===== config.mk =====
export PLATFORM = sky130hd
export DESIGN_NAME = tx_pwrup_seq
export DESIGN_NICKNAME = d
export VERILOG_FILES = /design/src/rtl/tx_pwrup_pkg.sv /design/src/rtl/tx_pwrup_timer.sv /design/src/rtl/tx_pwrup_dpd_watch.sv /design/src/rtl/tx_pwrup_fsm.sv /design/src/rtl/tx_pwrup_seq.sv
export SDC_FILE = /design/constraint.sdc
export NUM_CORES = 1
export LEC_CHECK = 0
export ABC_AREA = 1
export CORE_UTILIZATION = 55
export DETAILED_ROUTE_END_ITERATION = 10
export DONT_BUFFER_PORTS = 1
export GPL_TIMING_DRIVEN = 0
export HOLD_SLACK_MARGIN = 0.15
export PLACE_DENSITY = 0.71
export SETUP_SLACK_MARGIN = 0.02
export SYNTH_ARGS = -nofsm -noshare
export SYNTH_HDL_FRONTEND = slang
export SYNTH_HIERARCHICAL = 1
export SYNTH_SLANG_ARGS = --single-unit

===== constraint.sdc =====
create_clock -name clk -period 4.2 [get_ports clk]
set_input_delay 0.42 -clock clk [delete_from_list [all_inputs] [get_ports clk]]
set_output_delay 0.42 -clock clk [all_outputs]
set_load 0.05 [all_outputs]

===== src/rtl/tx_pwrup_pkg.sv =====
package tx_pwrup_pkg;

    typedef enum logic [2:0] {
        ST_OFF,
        ST_POLL,
        ST_HOLD_IO,
        ST_HOLD_BG,
        ST_HOLD_PLL,
        ST_ON,
        ST_FAIL
    } seq_state_e;

    typedef struct packed {
        logic port;
        logic pll;
        logic bandgap;
        logic vco;
        logic pllcap;
        logic iodpd;
        logic padcal;
    } pd_ctrl_t;

    // Power-down pattern that each state presents on the macro controls.
    function automatic pd_ctrl_t ctrl_for(seq_state_e s);
        pd_ctrl_t c;
        c = '1;
        case (s)
            ST_POLL, ST_HOLD_IO, ST_FAIL: begin
                c.iodpd = 1'b0;
            end
            ST_HOLD_BG: begin
                c.iodpd   = 1'b0;
                c.bandgap = 1'b0;
            end
            ST_HOLD_PLL: begin
                c.iodpd   = 1'b0;
                c.bandgap = 1'b0;
                c.pll     = 1'b0;
                c.vco     = 1'b0;
                c.pllcap  = 1'b0;
            end
            ST_ON: begin
                c.iodpd   = 1'b0;
                c.bandgap = 1'b0;
                c.pll     = 1'b0;
                c.vco     = 1'b0;
                c.pllcap  = 1'b0;
                c.port    = 1'b0;
            end
            default: c = '1;
        endcase
        return c;
    endfunction

    function automatic int unsigned max3(int unsigned a, int unsigned b, int unsigned c);
        int unsigned m;
        m = (a > b) ? a : b;
        return (m > c) ? m : c;
    endfunction

endpackage


===== src/rtl/tx_pwrup_timer.sv =====
module tx_pwrup_timer #(
    parameter int W = 8
) (
    input  logic         clk,
    input  logic         rst,
    input  logic         load,
    input  logic [W-1:0] load_val,
    output logic         expired
);
    logic [W-1:0] cnt;

    always_ff @(posedge clk) begin
        if (rst) begin
            cnt <= '0;
        end else if (load) begin
            cnt <= load_val;
        end else if (cnt != '0) begin
            cnt <= cnt - 1'b1;
        end
    end

    assign expired = (cnt == '0);

    // a running interval never stalls above zero
    a_r3_timer_moves: assert property (@(posedge clk) disable iff (rst)
        (!load && cnt != '0) |=> (cnt < $past(cnt)));
endmodule


===== src/rtl/tx_pwrup_dpd_watch.sv =====
module tx_pwrup_dpd_watch #(
    parameter int MAX_POLLS = 500,
    parameter int W         = 9
) (
    input  logic clk,
    input  logic rst,
    input  logic clr,
    input  logic miss,
    output logic last_try
);
    logic [W-1:0] tries;

    always_ff @(posedge clk) begin
        if (rst || clr) begin
            tries <= '0;
        end else if (miss) begin
            tries <= tries + 1'b1;
        end
    end

    assign last_try = (tries == W'(MAX_POLLS - 1));

    // a miss is never recorded past the final allowed sample
    a_r10_no_overflow: assert property (@(posedge clk) disable iff (rst)
        miss |-> (tries < W'(MAX_POLLS - 1)));
endmodule


===== src/rtl/tx_pwrup_fsm.sv =====
module tx_pwrup_fsm
    import tx_pwrup_pkg::*;
#(
    parameter int TW       = 16,
    parameter int POLL_CYC = 20,
    parameter int IO_CYC   = 15,
    parameter int BG_CYC   = 25,
    parameter int PLL_CYC  = 225
) (
    input  logic       clk,
    input  logic       rst,
    input  logic       start,
    input  logic       dpd_status,
    input  logic       expired,
    input  logic       last_try,
    output seq_state_e state,
    output logic       load,
    output logic [TW-1:0] load_val,
    output logic       watch_clr,
    output logic       miss,
    output logic       req
);
    seq_state_e nxt;

    always_comb begin
        nxt       = state;
        load      = 1'b0;
        load_val  = '0;
        watch_clr = 1'b0;
        miss      = 1'b0;
        case (state)
            ST_OFF: begin
                if (start) begin
                    nxt       = ST_POLL;
                    load      = 1'b1;
                    load_val  = TW'(POLL_CYC - 1);
                    watch_clr = 1'b1;
                end
            end
            ST_POLL: begin
                if (expired) begin
                    if (!dpd_status) begin
                        nxt      = ST_HOLD_IO;
                        load     = 1'b1;
                        load_val = TW'(IO_CYC - 1);
                    end else if (last_try) begin
                        nxt = ST_FAIL;
                    end else begin
                        load     = 1'b1;
                        load_val = TW'(POLL_CYC - 1);
                        miss     = 1'b1;
                    end
                end
            end
            ST_HOLD_IO: begin
                if (expired) begin
                    nxt      = ST_HOLD_BG;
                    load     = 1'b1;
                    load_val = TW'(BG_CYC - 1);
                end
            end
            ST_HOLD_BG: begin
                if (expired) begin
                    nxt      = ST_HOLD_PLL;
                    load     = 1'b1;
                    load_val = TW'(PLL_CYC - 1);
                end
            end
            ST_HOLD_PLL: begin
                if (expired) nxt = ST_ON;
            end
            default: nxt = state;
        endcase
    end

    always_ff @(posedge clk) begin
        if (rst) begin
            state <= ST_OFF;
            req   <= 1'b0;
        end else begin
            state <= nxt;
            req   <= (state == ST_OFF) && start;
        end
    end

    // the failure state is terminal until reset
    a_r10_fail_sticky: assert property (@(posedge clk) disable iff (rst)
        (state == ST_FAIL) |=> (state == ST_FAIL));
    // completion is terminal until reset
    a_r8_on_sticky: assert property (@(posedge clk) disable iff (rst)
        (state == ST_ON) |=> (state == ST_ON));
endmodule


===== src/rtl/tx_pwrup_seq.sv =====
module tx_pwrup_seq
    import tx_pwrup_pkg::*;
#(
    parameter int CYC_PER_US    = 100,
    parameter int SETTLE_IO_US  = 15,
    parameter int SETTLE_BG_US  = 25,
    parameter int SETTLE_PLL_US = 225,
    parameter int POLL_US       = 20,
    parameter int TIMEOUT_US    = 10000
) (
    input  logic clk,
    input  logic rst,
    input  logic start,
    input  logic dpd_status,
    output logic dpd_req,
    output logic pd_port,
    output logic pd_pll,
    output logic pd_bandgap,
    output logic pd_vco,
    output logic pd_pllcap,
    output logic pd_iodpd,
    output logic pd_padcal,
    output logic busy,
    output logic done,
    output logic error
);
    localparam int POLL_CYC  = POLL_US * CYC_PER_US;
    localparam int IO_CYC    = SETTLE_IO_US * CYC_PER_US;
    localparam int BG_CYC    = SETTLE_BG_US * CYC_PER_US;
    localparam int PLL_CYC   = SETTLE_PLL_US * CYC_PER_US;
    localparam int MAX_CYC   = int'(max3(POLL_CYC, IO_CYC, max3(BG_CYC, PLL_CYC, 1)));
    localparam int TW        = $clog2(MAX_CYC + 1);
    localparam int MAX_POLLS = TIMEOUT_US / POLL_US;
    localparam int PW        = $clog2(MAX_POLLS + 1);

    seq_state_e    state;
    logic          load;
    logic [TW-1:0] load_val;
    logic          expired;
    logic          watch_clr;
    logic          miss;
    logic          last_try;
    pd_ctrl_t      ctrl;

    tx_pwrup_timer #(.W(TW)) u_timer (
        .clk      (clk),
        .rst      (rst),
        .load     (load),
        .load_val (load_val),
        .expired  (expired)
    );

    tx_pwrup_dpd_watch #(.MAX_POLLS(MAX_POLLS), .W(PW)) u_watch (
        .clk      (clk),
        .rst      (rst),
        .clr      (watch_clr),
        .miss     (miss),
        .last_try (last_try)
    );

    tx_pwrup_fsm #(
        .TW       (TW),
        .POLL_CYC (POLL_CYC),
        .IO_CYC   (IO_CYC),
        .BG_CYC   (BG_CYC),
        .PLL_CYC  (PLL_CYC)
    ) u_fsm (
        .clk        (clk),
        .rst        (rst),
        .start      (start),
        .dpd_status (dpd_status),
        .expired    (expired),
        .last_try   (last_try),
        .state      (state),
        .load       (load),
        .load_val   (load_val),
        .watch_clr  (watch_clr),
        .miss       (miss),
        .req        (dpd_req)
    );

    assign ctrl       = ctrl_for(state);
    assign pd_port    = ctrl.port;
    assign pd_pll     = ctrl.pll;
    assign pd_bandgap = ctrl.bandgap;
    assign pd_vco     = ctrl.vco;
    assign pd_pllcap  = ctrl.pllcap;
    assign pd_iodpd   = ctrl.iodpd;
    assign pd_padcal  = ctrl.padcal;
    assign busy  = (state == ST_POLL) || (state == ST_HOLD_IO) ||
                   (state == ST_HOLD_BG) || (state == ST_HOLD_PLL);
    assign done  = (state == ST_ON);
    assign error = (state == ST_FAIL);

    // release ordering
    a_r12_bg_after_io: assert property (@(posedge clk) disable iff (rst)
        !pd_bandgap |-> !pd_iodpd);
    a_r12_pll_after_bg: assert property (@(posedge clk) disable iff (rst)
        (!pd_pll || !pd_vco || !pd_pllcap) |-> (!pd_bandgap && pd_pll == pd_vco && pd_vco == pd_pllcap));
    a_r12_port_last: assert property (@(posedge clk) disable iff (rst)
        !pd_port |-> (!pd_pll && !pd_vco && !pd_pllcap));
    // request lasts one cycle and only while the sequence runs
    a_r2_req_pulse: assert property (@(posedge clk) disable iff (rst)
        dpd_req |-> (busy && pd_padcal) ##1 !dpd_req);
    // start while done issues no request
    a_r8_no_req_when_done: assert property (@(posedge clk) disable iff (rst)
        (done && start) |=> (!dpd_req && done));
    // error freezes the controls
    a_r10_err_frozen: assert property (@(posedge clk) disable iff (rst)
        error |=> (error && $stable(ctrl) && !busy));
    // busy and done never overlap
    a_r6_busy_done_excl: assert property (@(posedge clk) disable iff (rst)
        !(busy && done));
    // reset lands on the fully powered-down pattern
    a_r11_reset_state: assert property (@(posedge clk)
        $past(rst) |-> (ctrl == '1 && !done && !error));
endmodule


=== Word level (Yosys, flattened, before mapping) ===
Index checks and enable logic that the tools add are counted.

* Register bits: 28
* Latch bits: 0
* RAM bits: 0
* Bits in read-only memories: 0
* Input port bits: 4
* Output and inout bits: 11
* Logic and storage cells: 66
* Memories kept: 0

* Add/subtract/negate cells: 2
* Multipliers: 0
* Div/mod/pow operators: 0
* $lt $le $gt $ge: 0
* Equality and inequality tests: 13
* Shifts and indexed selects: 0
* Mux-type cells: 32
* Bitwise logic cells: 0
* Reductions and logical operators: 15

{| class="wikitable"
|+ Operator list
! kind !! number
|-
| $mux 15 || 5
|-
| $pmux 15 s4 || 1
|-
| $mux 11 || 2
|-
| $mux 3 || 7
|-
| $logic_not 15->1 || 1
|-
| $pmux 3 s5 || 1
|-
| $reduce_bool 15->1 || 1
|-
| $sub 15x1->15 const B || 1
|-
| $mux 1 || 13
|-
| $mux 12 || 1
|-
| $ne 2x2->1 const B || 5
|-
| $add 9x1->9 const B || 1
|-
| $eq 3x3->1 const B || 3
|-
| $eq 9x9->1 const B || 1
|-
| $reduce_and 7->1 || 1
|-
| $eq 3x2->1 const B || 2
|-
| $reduce_or 6->1 || 1
|-
| $reduce_bool 5->1 || 1
|-
| $logic_or 1x1->1 || 4
|-
| $reduce_or 2->1 || 2
|-
| $eq 3x1->1 const B || 1
|-
| $logic_not 3->1 || 1
|-
| $ne 3x3->1 const B || 1
|-
| $pmux 1 s3 || 1
|-
| 4 further kinds || 4
|}

=== Depth between registers and ports, before layout ===
Gate-level depths: netlist of the first run.

* Word-level depth: 6
* Mapped depth: 16
* Mapped depth without buffers: 16

=== Hierarchy ===
Netlist of the first run, hierarchy kept.

{| class="wikitable"
|+ Modules (own cells, without submodules)
! module !! instances !! cells an instance !! area each (um2) !! seq. area each (um2)
|-
| tx_pwrup_timer || 1 || 144 || 952.2 || 300.3
|-
| tx_pwrup_dpd_watch || 1 || 65 || 444.2 || 180.2
|-
| tx_pwrup_fsm || 1 || 68 || 404.1 || 80.1
|-
| tx_pwrup_seq || 1 || 27 || 148.9 || 0.0
|}

=== Worst setup path before layout of the first run ===
No wires, ideal clock.

* Kind: flip-flop to output port
* Start point: register u_fsm.state[1]
* End point: output pd_pllcap
* Arrival: 2.449 ns
* Required time: 3.780 ns
* Setup slack: 1.331 ns
* Cell stages (with the launch flop): 7
* Path buffers: 1
* Cell sequence: dfxtp_1 -> inv_1 -> ha_1 -> nand2_1 -> inv_2 -> nor2_1 -> buf_4

* Word-level cells in the longest chain between the ends: 3
* Elaborated cells between the ends (all ways): 4
* Classes of those cells: 2 x eq/ne; 1 x mux; 1 x reduce/logical

{| class="wikitable"
|+ Ends and longest elaborated chain
! item !! line !! source
|-
| from (decl) || tx_pwrup_fsm.sv:16 || <nowiki>output seq_state_e state,</nowiki>
|-
| from (signal assigned) || tx_pwrup_fsm.sv:81 || <nowiki>state <= nxt;</nowiki>
|-
| $eq 3x3->1 || n/a ||
|-
| named net done || tx_pwrup_seq.sv:24 || <nowiki>output logic done,</nowiki>
|-
| $reduce_or 2->1 (no line) || n/a ||
|-
| $mux 2 || tx_pwrup_pkg.sv:27 || <nowiki>case (s)</nowiki>
|-
| to (decl) || tx_pwrup_seq.sv:20 || <nowiki>output logic pd_pllcap,</nowiki>
|}

The timed path passes the listed nets, and every way through them passes these cells.

=== Worst setup path in the final report of the first run ===
Same ends and word-level chain as after synthesis.

==> metrics.md, run 1 <==
| Metric | Value |
|---|---|
| Rel. slew slack | `0.351` |
| NumNets Final | `321` |
| Total wire length | `3700 um` |
| Core area | `3360 um2` |
| Synth Area in Adders | `0.0449` |
| # rows | `21` |
| Final ANT Viol Nets | `0` |
| Combinational share of power | `0.650` |
| Final Core Density | `0.615` |
| Share of cells above drive strength 1 | `0.172` |
| Final Power | `1.78 mW` |
| Finish-stage setup viols | `0` |
| Setup Buffers After CTS | `0` |
| Lkg Pwr | `0.994 nW` |
| Pwr Density | `862 nW/um2` |
| Outcome | `completed` |
| Number of global-route vias before repair | `1499` |
| Residual DRC | `0` |
| RSZ-0062 raised after global routing | `false` |
| Synth Register Bits | `28` |
| HP Class | `in2reg` |
| CP bufs+invs | `3` |
| DR pass1 iterations | `4` |
| Max frequency | `0.298 GHz` |
| Post_cts resized | `0` |
| Worst Tran Pin Value | `0.970 ns` |
| Register area share after synthesis | `0.288` |
| Peak supply drop | `0.000659 V` |
| Clock Skews | `0.00288 ns` |
| Fin cells | `355` |
| Synthesized area | `1950 um2` |
| Port buffer count | `0` |
| Most frequent cells in the layout | `nand2_1 (84), nor2_1 (45), inv_1 (30), dfxtp_1 (28)` |
| R2R setup slack | `1.67 ns` |
| Final Hold Vio Count | `0` |
| Max incr delay on CP | `0.80 ns` |
| Critical setup path kind | `reg2out` |
| Io pins | `15` |
| Average cell area after synthesis | `6.41 um2` |
| Sink Count | `28` |
| Final TNS setup | `0 ns` |
| Design Area, Final | `2070 um2` |
| Diode count | `0` |
| DIE WIDTH | `61.5 um` |
| Main combinational cell family by area after synthesis | `simple AND/OR/NAND/NOR gates` |
| Psw | `0.954 mW` |
| Clock buffer depth | `2` |
| Top delay family on crit path | `simple AND/OR/NAND/NOR gates` |
| Chip height | `61.5 um` |
| Hold Slack | `0.249 ns` |
| Worst setup path end | `pd_pllcap` |
| Cell depth of the worst setup path | `6` |
| CTS H-Tree Depth | `1` |
| Top cell type by total area after synthesis | `dfxtp_1` |
| CP startpoint kind | `flop` |
| Commonest non-fill, non-tap cell in the layout | `nand2_1` |
| GPL Wtd Cong | `0.821` |
| Dpl hpwl | `2860 um` |
| Worst Path Max Fanout | `8` |
| Placed instance area | `2010 um2` |
| Compound-Gate Fraction of Synth Area | `0.0815` |
| Worst Reg-to-Reg Cells | `15` |
| Placed cell count | `350` |
| DR vias | `1743` |
| Global-route wire length before repair | `6150 um` |
| Initial cell density of the core | `0.580` |
| Cells after Synth | `304` |
| CP cell instances | `inv_1 -> ha_1 -> nand2_1 -> inv_2 -> nor2_1 -> buf_4` |
| CP max-delay cell | `nor2_1` |
| Int Power | `0.830 mW` |
| Yosys warnings | `6` |
| Clock power frac | `0.101` |
| Hold Path Stages | `3` |
| Avg Vias per Cell | `4.91` |
| Filler cell count | `362` |
| Sequential share of power | `0.248` |
| Worst Path Arrival | `2.94 ns` |
| Critical path endpoint category | `output pin` |
| Pin count of the biggest net entering global routing | `17` |
| Die area | `3790 um2` |
| R2r startpoint | `u_timer/cnt[0]` |
| GRT overflow | `0` |
| Synth Area in XOR/XNOR | `0.0270` |
| Distinct cells, synth | `30` |
| Mux cell area share after synthesis | `0` |
| Worst-Skew Late Latency | `0.33 ns` |
| Layout Area Growth over Synthesis | `6.16%` |
| CTS root buf | `clkbuf_4` |
| Wire per inst | `10.4 um` |
| Switching Share | `0.535` |
| Fin crit period | `3.36 ns` |
| Synth top area cells | `dfxtp_1 (29%), nand2_1 (16%), nor2_1 (8.7%)` |
| Critical path launch point | `u_fsm/state[1]` |
| Syn_nets | `315` |
| CP required | `3.78 ns` |
| Initial antenna violation count | `0` |
| CTS tree | `done` |
| Synth top area share | `0.288` |
| Worst r2r dst | `u_timer/cnt[1]` |
| Fin crit share | `0.800` |
| Initial DRC count | `75` |
| Synth Area in Simple Gates | `0.436` |
| Final Max Slew Viols | `0` |
| Maximum Capacitance Violations | `0` |
| Setup WS pre-CTS | `1.22 ns` |
| CTS clk-pin slew, worst paths | `0.15 ns` |
| PnR worst setup slack | `0.839 ns` |
| GRT Util Overall | `0.220` |
| CTS buffer count | `3` |
[power groups by stage]
stage | clock network [mW] | logic (mW) | registers (mW)
floorplan | 0 | 1.02 | 0.429
global placement | 0 | 1.15 | 0.447
detailed placement | 0 | 1.16 | 0.449
CTS | 0.188 | 1.17 | 0.442
global route | 0.199 | 1.31 | 0.454
finish | 0.181 | 1.16 | 0.443
[area by class of cell]
cell class / count / area, um2 / area share
plain buffers: 12 / 82.6 / 0.0399
clock buffers: 3 / 22.5 / 0.0109
clock inverters: 1 / 30.0 / 0.0145
inverters: 39 / 149 / 0.0719
multi-input cells: 225 / 1160 / 0.559
flip-flops and latches: 28 / 561 / 0.271
well taps: 46 / 57.6 / 0.0278
repair buffers: 1 / 10.0 / 0.00484
[what timing repair did]
action                                 4_1_cts  5_1_grt
endpoints found under the hold margin        1        0
hold buffers                                 1        0
setup endpoints to repair                    0        0
[flip-flops by register name, indices dropped and copies added (netlist names)]
name / count
u_watch/tries: 9
u_timer/cnt: 15
u_fsm/state: 3
u_fsm/req: 1
[how the worst min path moves through the flow]
stage | startpoint | to | slack [ns]
detailed placement | u_timer/cnt[14] | u_timer/cnt[14] | 0.48
CTS | rst | u_timer/cnt[7] | 0.23
global placement | u_timer/cnt[14] | u_timer/cnt[14] | 0.47
floorplan | u_timer/cnt[14] | u_timer/cnt[14] | 0.45
global route | rst | u_fsm/state[0] | 0.23
finish | rst | u_fsm/state[0] | 0.25
[tightest hold or removal path, delay by kind of cell]
family,cells,cell delay [ns]
buf+inv,1,0.04
simple gates,2,0.11
[routing by layer]
layer	vias up	global-route usage	wire length [um]
met5	-	0	0
met4	0	0.0857	21
met3	2	0.0336	74
met2	15	0.379	1790
met1	773	0.274	1810
li1	953	-	-
[synthesized netlist by cell type, drive strengths merged]
| master | n |
|---|---|
| nand2 | 89 |
| a21oi | 20 |
| o21ai | 9 |
| buf | 10 |
| nor4 | 1 |
| nand3 | 20 |
| xnor2 | 3 |
| conb | 2 |
| clkbuf | 2 |
| or2 | 1 |
| nand4 | 2 |
| nand3b | 2 |
| ha | 7 |
| o22ai | 1 |
| dfxtp | 28 |
| inv | 39 |
| nor3 | 4 |
| xor2 | 3 |
| nor2 | 61 |
[kinds of logic after synthesis]
family | count (synthesis)
xor+xnor | 6
fa+ha+maj | 7
flops | 28
buf+inv | 51
simple gates | 180
compound gates | 30
other cells | 2
No activity file was read; power rests on OpenSTA's default activity.
==> run 2: changes to the inputs <==
Settings changed: ABC_AREA 1 to 0.
Clock period 4.2 ns to 3.3 ns, I/O delays scaled along.
==> run 2 against run 1 <==
  * Global-route usage grew 1.1 points
  * Clock-buffer cell count did not move
  * Via count is 12% lower
  * Synthesized cell count decreased by 27%
  * Total power fell by 11%
  * Clock skew is 0.0094 ns higher
  * Critical path depth rose by 6
  * Area after synthesis decreased by 5.6%
  * Combinational power decreased by 27%
  * First-iteration DRC count rose by 21%
  * Wire length hardly changed
  * Critical path type is now reg2reg
  * Critical endpoint is now u_watch/tries[7]
  * Largest power group unchanged
==> metrics.md, run 2 <==
| Metric | Value |
|---|---|
| Setup WS pre-CTS | `-0.124 ns (-1.34 ns)` |
| Dpl hpwl | `2630 um (-8.1%)` |
| Initial antenna violation count | `0 (unchanged)` |
| DR pass1 iterations | `4 (unchanged)` |
| Main combinational cell family by area after synthesis | `simple AND/OR/NAND/NOR gates` |
| Yosys warnings | `6 (unchanged)` |
| Register area share after synthesis | `0.305 (+0.0170)` |
| Routed wl met2 | `1850 um (+3.0%)` |
| RSZ-0062 raised after global routing | `false` |
| GRT overflow | `0 (unchanged)` |
| Diode count | `0 (unchanged)` |
| Int Power | `0.922 mW (+11%)` |
| Commonest non-fill, non-tap cell in the layout | `dfxtp_1` |
| Global-route wire length before repair | `6290 um (+2.4%)` |
| PnR worst setup slack | `0.137 ns (-0.702 ns)` |
| Syn_nets | `232 (-26%)` |
| Total wire length | `3700 um (about the same)` |
| Top cells by count, synth | `dfxtp_1 (28), nand2_1 (27), nor2_1 (15)` |
| Psw | `0.658 mW (-31%)` |
| Most common cell in the synthesized netlist | `dfxtp_1` |
| Final Core Density | `0.642 (+0.0266)` |
| Max reg flops | `15 (unchanged)` |
| Finish-stage setup viols | `0 (unchanged)` |
| CTS clk-pin slew, worst paths | `0.16 ns (about the same)` |
| Placed instance area | `1900 um2 (-5.3%)` |
| Fin crit share | `0.958` |
| Max incr delay on CP | `0.53 ns (-0.27 ns)` |
| GRT Util Overall | `0.231 (+0.0110)` |
| Synth Area in Adders | `0.0476 (+0.00266)` |
| Met3 routed WL | `151 um (+100%)` |
| HP Class | `in2reg` |
| Async SR Flop Fraction | `0 (unchanged)` |
| Most frequent cells in the layout | `dfxtp_1 (28), nand2_1 (27), nor2_1 (15), buf_4 (13), a21oi_1 (11)` |
| Average cell area after synthesis | `8.33 um2 (+30%)` |
| Critical setup path kind | `reg2reg` |
| Largest Register | `u_timer/cnt` |
| Switching Share | `0.416 (-0.118)` |
| Synth Flop Type | `dfxtp_1` |
| Mux cell area share after synthesis | `0.0109 (+0.0109)` |
| Chip height | `59.9 um (-2.7%)` |
| EDFF count, synth | `0 (unchanged)` |
| Layout Area Growth over Synthesis | `8.23%` |
| Synth Area in Simple Gates | `0.300 (-0.137)` |
| Core area | `3100 um2 (-7.7%)` |
| R2R setup slack | `0.14 ns (-1.53 ns)` |
| Final ANT Viol Nets | `0 (unchanged)` |
| Clock power frac | `0.143 (+0.042)` |
| NumNets Final | `240 (-25%)` |
| Compound-Gate Fraction of Synth Area | `0.155 (+0.0735)` |
| Clock Skews | `0.0123 ns (+0.00945 ns)` |
| Initial DRC count | `91 (+21%)` |
| Io pins | `15 (unchanged)` |
| CP required | `3.55 ns (-0.23 ns)` |
| Worst Path Max Fanout | `8 (unchanged)` |
| Sink Count | `28 (unchanged)` |
| Top flop regs | `u_timer/cnt: 15 flops, u_watch/tries: 9 flops, u_fsm/state: 3 flops` |
| Pwr Density | `793 nW/um2 (-8.0%)` |
| Initial cell density of the core | `0.593 (+0.0135)` |
| Pin count of the biggest net entering global routing | `17 (unchanged)` |
| Sequential share of power | `0.324 (+0.076)` |
| Share of cells above drive strength 1 | `0.224 (+0.0522)` |
| Port buffer count | `0 (unchanged)` |
| Critical path endpoint category | `flop` |
| Top cell type by total area after synthesis | `dfxtp_1` |
| Number of global-route vias before repair | `1437 (-4.1%)` |
| Synth top area cells | `dfxtp_1 (30%), nand2_1 (5.5%), ha_1 (4.8%)` |
| CP max-delay cell | `or4b_4` |
| Max frequency | `0.316 GHz` |
| Fin crit period | `3.16 ns` |
| Wire per inst | `13.6 um (+31%)` |
| Cells after Synth | `221 (-27%)` |
| Outcome | `completed` |
| Peak supply drop | `0.000326 V (-50%)` |
| CP startpoint kind | `flop` |
| CTS buffer count | `3 (unchanged)` |
| Design Area, Final | `1990 um2 (-3.7%)` |
| Synthesized area | `1840 um2 (-5.6%)` |
| Final Max Slew Viols | `0 (unchanged)` |
| # rows | `20 (-4.8%)` |
| Worst-Skew Late Latency | `0.33 ns (about the same)` |
| Most used cell along the critical path | `buf_4` |
| Rel. slew slack | `0.311 (-0.0402)` |
| Synth top area share | `0.305 (+0.0170)` |
| CTS H-Tree Depth | `1 (unchanged)` |
| DR vias | `1540 (-12%)` |
| Max Used Layer | `met4` |
| Residual DRC | `0 (unchanged)` |
| Synth Register Bits | `28 (unchanged)` |
| CP cell instances | `inv_1 -> ha_1 -> or4b_4 -> nor4_4 -> buf_4 -> buf_4 -> nand3b_1 -> nor3b_2 -> clkbuf_4 -> nand4_4 -> o31a_2 -> o21a_1` |
| CTS tree | `done` |
| GPL Wtd Cong | `0.860 (+4.8%)` |
| Worst Tran Pin Value | `1.04 ns (+0.0672 ns)` |
| Final Hold Vio Count | `0 (unchanged)` |
| Synth Area in XOR/XNOR | `0.0761 (+0.0492)` |
| Maximum Capacitance Violations | `0 (unchanged)` |
| DIE WIDTH | `59.9 um (-2.7%)` |
| Avg Vias per Cell | `5.66 (+15%)` |
| Distinct cells, synth | `52 (+73%)` |
| Lkg Pwr | `0.778 nW (-22%)` |
| Die area | `3580 um2 (-5.4%)` |
| Routed met1 length | `1630 um (-10%)` |
| Worst Path Arrival | `3.42 ns (+0.48 ns)` |
| Combinational share of power | `0.534 (-0.116)` |
| CTS root buf | `clkbuf_4` |
| Final Power | `1.58 mW (-11%)` |
| Clock buffer depth | `2 (unchanged)` |
run 2: what timing repair did:
action                                  in CTS  in global routing
endpoints found under the hold margin       10                  0
gates cloned                                 0                  0
endpoints found under the setup margin      10                 13
hold buffers                                 1                  0
pin swaps                                    1                  1
setup buffers                                0                  2
resized for setup                            1                  6
run 2: critical path: cells and delay by family, from the launching register on:
| kind | cells | cell delay, ns |
|---|---|---|
| flip-flops | 1 | 0.37 |
| adder cells (fa/ha/maj) | 1 | 0.24 |
| buffers and inverters | 4 | 0.62 |
| AND/OR/NAND/NOR | 5 | 1.33 |
| AO/OA/AOI/OAI | 2 | 0.53 |
run 2: worst paths after layout:
check                   start                to  cells after the start
max            u_timer/cnt[0]  u_watch/tries[7]                     12
min                dpd_status    u_timer/cnt[4]                      3
max reg2reg    u_timer/cnt[0]  u_watch/tries[7]                     12
min reg2reg  u_watch/tries[8]  u_watch/tries[8]                      2
run 2: cell families (layout without fill, tap and decap cells):
group                      after synthesis  count (layout)
and+or+nand+nor                         94              94
DFF                                     28              28
xor gates and xnor gates                16              16
AOI/OAI and AO/OA                       42              42
adders and majority gates                7               7
muxes                                    2               2
buffers and inverters                   30              37
other                                    2               2
run 2: power groups by stage:
stage                     Sequential (mW)  Clock (mW)  Combinational, mW
after global routing                0.519       0.244              0.929
final                               0.511       0.225              0.843
after floorplan                     0.486           0              0.690
after global placement              0.503           0              0.774
after detailed placement            0.510           0              0.792
after CTS                           0.506       0.234              0.805
run 2: routing by layer:
metal / GRT usage / vias to the layer above
li1: - / 778
met1: 0.282 / 714
met2: 0.400 / 39
met3: 0.0325 / 9
met4: 0.103 / 0
met5: 0 / -
run 2: per-stage QoR:
step / hold WS, ns / std cells / TNS, ns
detailed placement: 0.402 / 265 / -0.982
finish: 0.194 / 272 / 0
floorplan: 0.399 / 221 / 0
CTS: 0.175 / 270 / 0
global placement: 0.401 / 265 / -0.0431
global route: 0.184 / 272 / 0
run 2: layout make-up:
type	instances	area (um2)
fillers	291	1110
plain buffers	19	151
clock buffers	3	22.5
well taps	44	55.1
inverters	11	41.3
multi-input cells	163	1110
clock inverters	1	30.0
repair buffers	3	25.0
flip-flops and latches	28	561
==> run 3: changes to the inputs <==
Settings changed: CORE_MARGIN from default to 2.
==> run 3 against run 2 <==
  * First-iteration DRC count decreased by 20%
  * Critical path type unchanged
  * Register-to-register slack improved by 0.08 ns
  * Critical path depth decreased by 1
  * Non-clock buffer count increased by 2
==> metrics.md, run 3 (synthesized netlist as in run 2, its figures left out) <==
| Metric | Value |
|---|---|
| Lkg Pwr | `0.774 nW (-0.53%)` |
| Hold Slack | `0.173 ns (-0.0212 ns)` |
| Top delay family on crit path | `simple AND/OR/NAND/NOR gates` |
| DR pass1 iterations | `4 (unchanged)` |
| Finish-stage setup viols | `0 (unchanged)` |
| Max frequency | `0.325 GHz (+2.7%)` |
| Dpl hpwl | `2470 um (-6.1%)` |
| Outcome | `completed` |
| Sink Count | `28 (unchanged)` |
| Placed instance area | `1900 um2 (+0.13%)` |
| Worst Path Max Fanout | `8 (unchanged)` |
| Filler cell count | `310 (+6.5%)` |
| Largest Register | `u_timer/cnt` |
| CTS tree | `done` |
| Worst Tran Pin Value | `1.02 ns (-0.0130 ns)` |
| Final Max Slew Viols | `0 (unchanged)` |
| Rel. slew slack | `0.319 (+0.00865)` |
| Avg Vias per Cell | `5.35 (-5.5%)` |
| Critical path launch point | `u_timer/cnt[0]` |
| Critical setup path kind | `reg2reg` |
| Pin count of the biggest net entering global routing | `15 (-2)` |
| Worst Path Arrival | `3.32 ns (-0.10 ns)` |
| DR vias | `1472 (-4.4%)` |
| Worst-Skew Late Latency | `0.33 ns (about the same)` |
| Initial antenna violation count | `0 (unchanged)` |
| NumNets Final | `242 (+0.83%)` |
| CP cell instances | `inv_1 -> ha_1 -> or4b_4 -> nor4_4 -> buf_4 -> nand3b_1 -> nor3b_2 -> buf_4 -> nand4_4 -> o31a_2 -> o21a_1` |
| GRT Util Overall | `0.200 (-0.0312)` |
| Total wire length | `3560 um (-3.9%)` |
| CTS H-Tree Depth | `1 (unchanged)` |
| R2r startpoint | `u_timer/cnt[0]` |
| Clock Skews | `0.00663 ns (-0.00571 ns)` |
| CTS root buf | `clkbuf_4` |
| Commonest non-fill, non-tap cell in the layout | `dfxtp_1` |
| Clock buffer depth | `2 (unchanged)` |
| Core area | `3280 um2 (+5.8%)` |
| Die area | `3830 um2 (+6.8%)` |
| Initial cell density of the core | `0.560 (-0.0328)` |
| Max reg flops | `15 (unchanged)` |
| DIE WIDTH | `61.9 um (+3.3%)` |
| Io pins | `15 (unchanged)` |
| Wire per inst | `12.9 um (-5.0%)` |
| Design Area, Final | `1980 um2 (-0.63%)` |
| Peak supply drop | `0.000377 V (+16%)` |
| Port buffer count | `0 (unchanged)` |
| Most frequent cells in the layout | `dfxtp_1 (28), nand2_1 (27), buf_4 (16), nor2_1 (15), a21oi_1 (11)` |
| CP startpoint kind | `flop` |
| Number of global-route vias before repair | `1274 (-11%)` |
| Critical path endpoint category | `flop` |
| Maximum Capacitance Violations | `0 (unchanged)` |
| Diode count | `0 (unchanged)` |
| Hold Path Origin | `rst` |
| HP Class | `in2reg` |
| Pwr Density | `754 nW/um2 (-5.0%)` |
| Layout Area Growth over Synthesis | `7.55%` |
| Final ANT Viol Nets | `0 (unchanged)` |
| GR peak layer | `met2` |
| CTS clk-pin slew, worst paths | `0.14 ns (-0.02 ns)` |
| Initial DRC count | `73 (-20%)` |
| CP bufs+invs | `3 (-1)` |
| Setup WS pre-CTS | `-0.175 ns (-0.0510 ns)` |
| Met3 GRT Util | `0.0455 (+0.0131)` |
| Global-route wire length before repair | `5710 um (-9.2%)` |
| RSZ-0062 raised after global routing | `false` |
| CTS buffer count | `3 (unchanged)` |
| Residual DRC | `0 (unchanged)` |
| Met2 Usage GRT | `0.310 (-0.0902)` |
| # rows | `21 (+5.0%)` |
| Share of cells above drive strength 1 | `0.227 (+0.00339)` |
| GPL Wtd Cong | `0.810 (-5.9%)` |
| PnR worst setup slack | `0.222 ns (+0.0844 ns)` |
| CP max-delay cell | `or4b_4` |
| Fin crit share | `0.933 (-0.0256)` |
| Top flop regs | `u_timer/cnt: 15 flops, u_watch/tries: 9 flops, u_fsm/state: 3 flops` |
| Fin crit period | `3.08 ns (-0.0844 ns)` |
| GRT overflow | `0 (unchanged)` |
| CP required | `3.54 ns (about the same)` |
| Met1 usage | `0.286 (+0.00415)` |
| Chip height | `61.9 um (+3.3%)` |
| Max incr delay on CP | `0.52 ns (about the same)` |
| Most used cell along the critical path | `buf_4` |
| Final Hold Vio Count | `0 (unchanged)` |
==> run 3: cell count changes in the layout (fill, tap and decap cells not counted), sizes merged <==
cell / before / now
clkbuf: 7 / 6
buf: 17 / 20
bufinv: 1 / 0
==> run 3: tightest hold or removal path, stage by stage <==
cell and delay [ns]:
nor2_1 0.03, nand2_1 0.06, o21ai_1 0.05
==> run 3: report_power, final <==
group | switching, mW | internal, mW
Clock | 0.0969 | 0.0429
Combinational | 0.448 | 0.401
Sequential | 0.0944 | 0.409
Total | 0.639 | 0.853
==> run 3: area by class of cell <==
cell class	count	area, um2	share of cell area
multi-input combinational	163	1110	0.559
tap	46	57.6	0.0291
inverter	11	41.3	0.0209
clock buffer	3	22.5	0.0114
timing repair buffer	5	40.0	0.0202
sequential	28	561	0.283
buffer	19	151	0.0765
==> run 3: routing by layer <==
| layer | routed length (um) | vias up |
|---|---|---|
| li1 | - | 780 |
| met1 | 1790 | 673 |
| met2 | 1630 | 17 |
| met3 | 119 | 2 |
| met4 | 16 | 0 |
| met5 | 0 | - |
==> run 3: stage by stage <==
stage	TNS, ns	std cells	utilization	power (mW)
3_5_place_dp	-1.26	267	0.579	1.30
5_1_grt	0	275	0.603	1.62
4_1_cts	0	274	0.596	1.48
2_1_floorplan	0	221	-	1.18
3_3_place_gp	-0.991	267	0.578	1.29
6_report	0	275	0.603	1.49
==> run 3: worst paths after layout <==
path / depth (start not counted) / to / slack (ns)
hold / removal: 3 / u_timer/cnt[3] / 0.17
setup reg to reg: 11 / u_watch/tries[7] / 0.22
hold reg to reg: 2 / u_watch/tries[8] / 0.50
setup / recovery: 11 / u_watch/tries[7] / 0.22
==> run 3: repair_timing <==
item,in CTS,in global routing
endpoints found under the setup margin,9,13
setup buffers,3,1
pin swaps,1,2
gates resized for setup,0,9
hold buffers,1,0
endpoints found under the hold margin,9,0
cloned,0,0
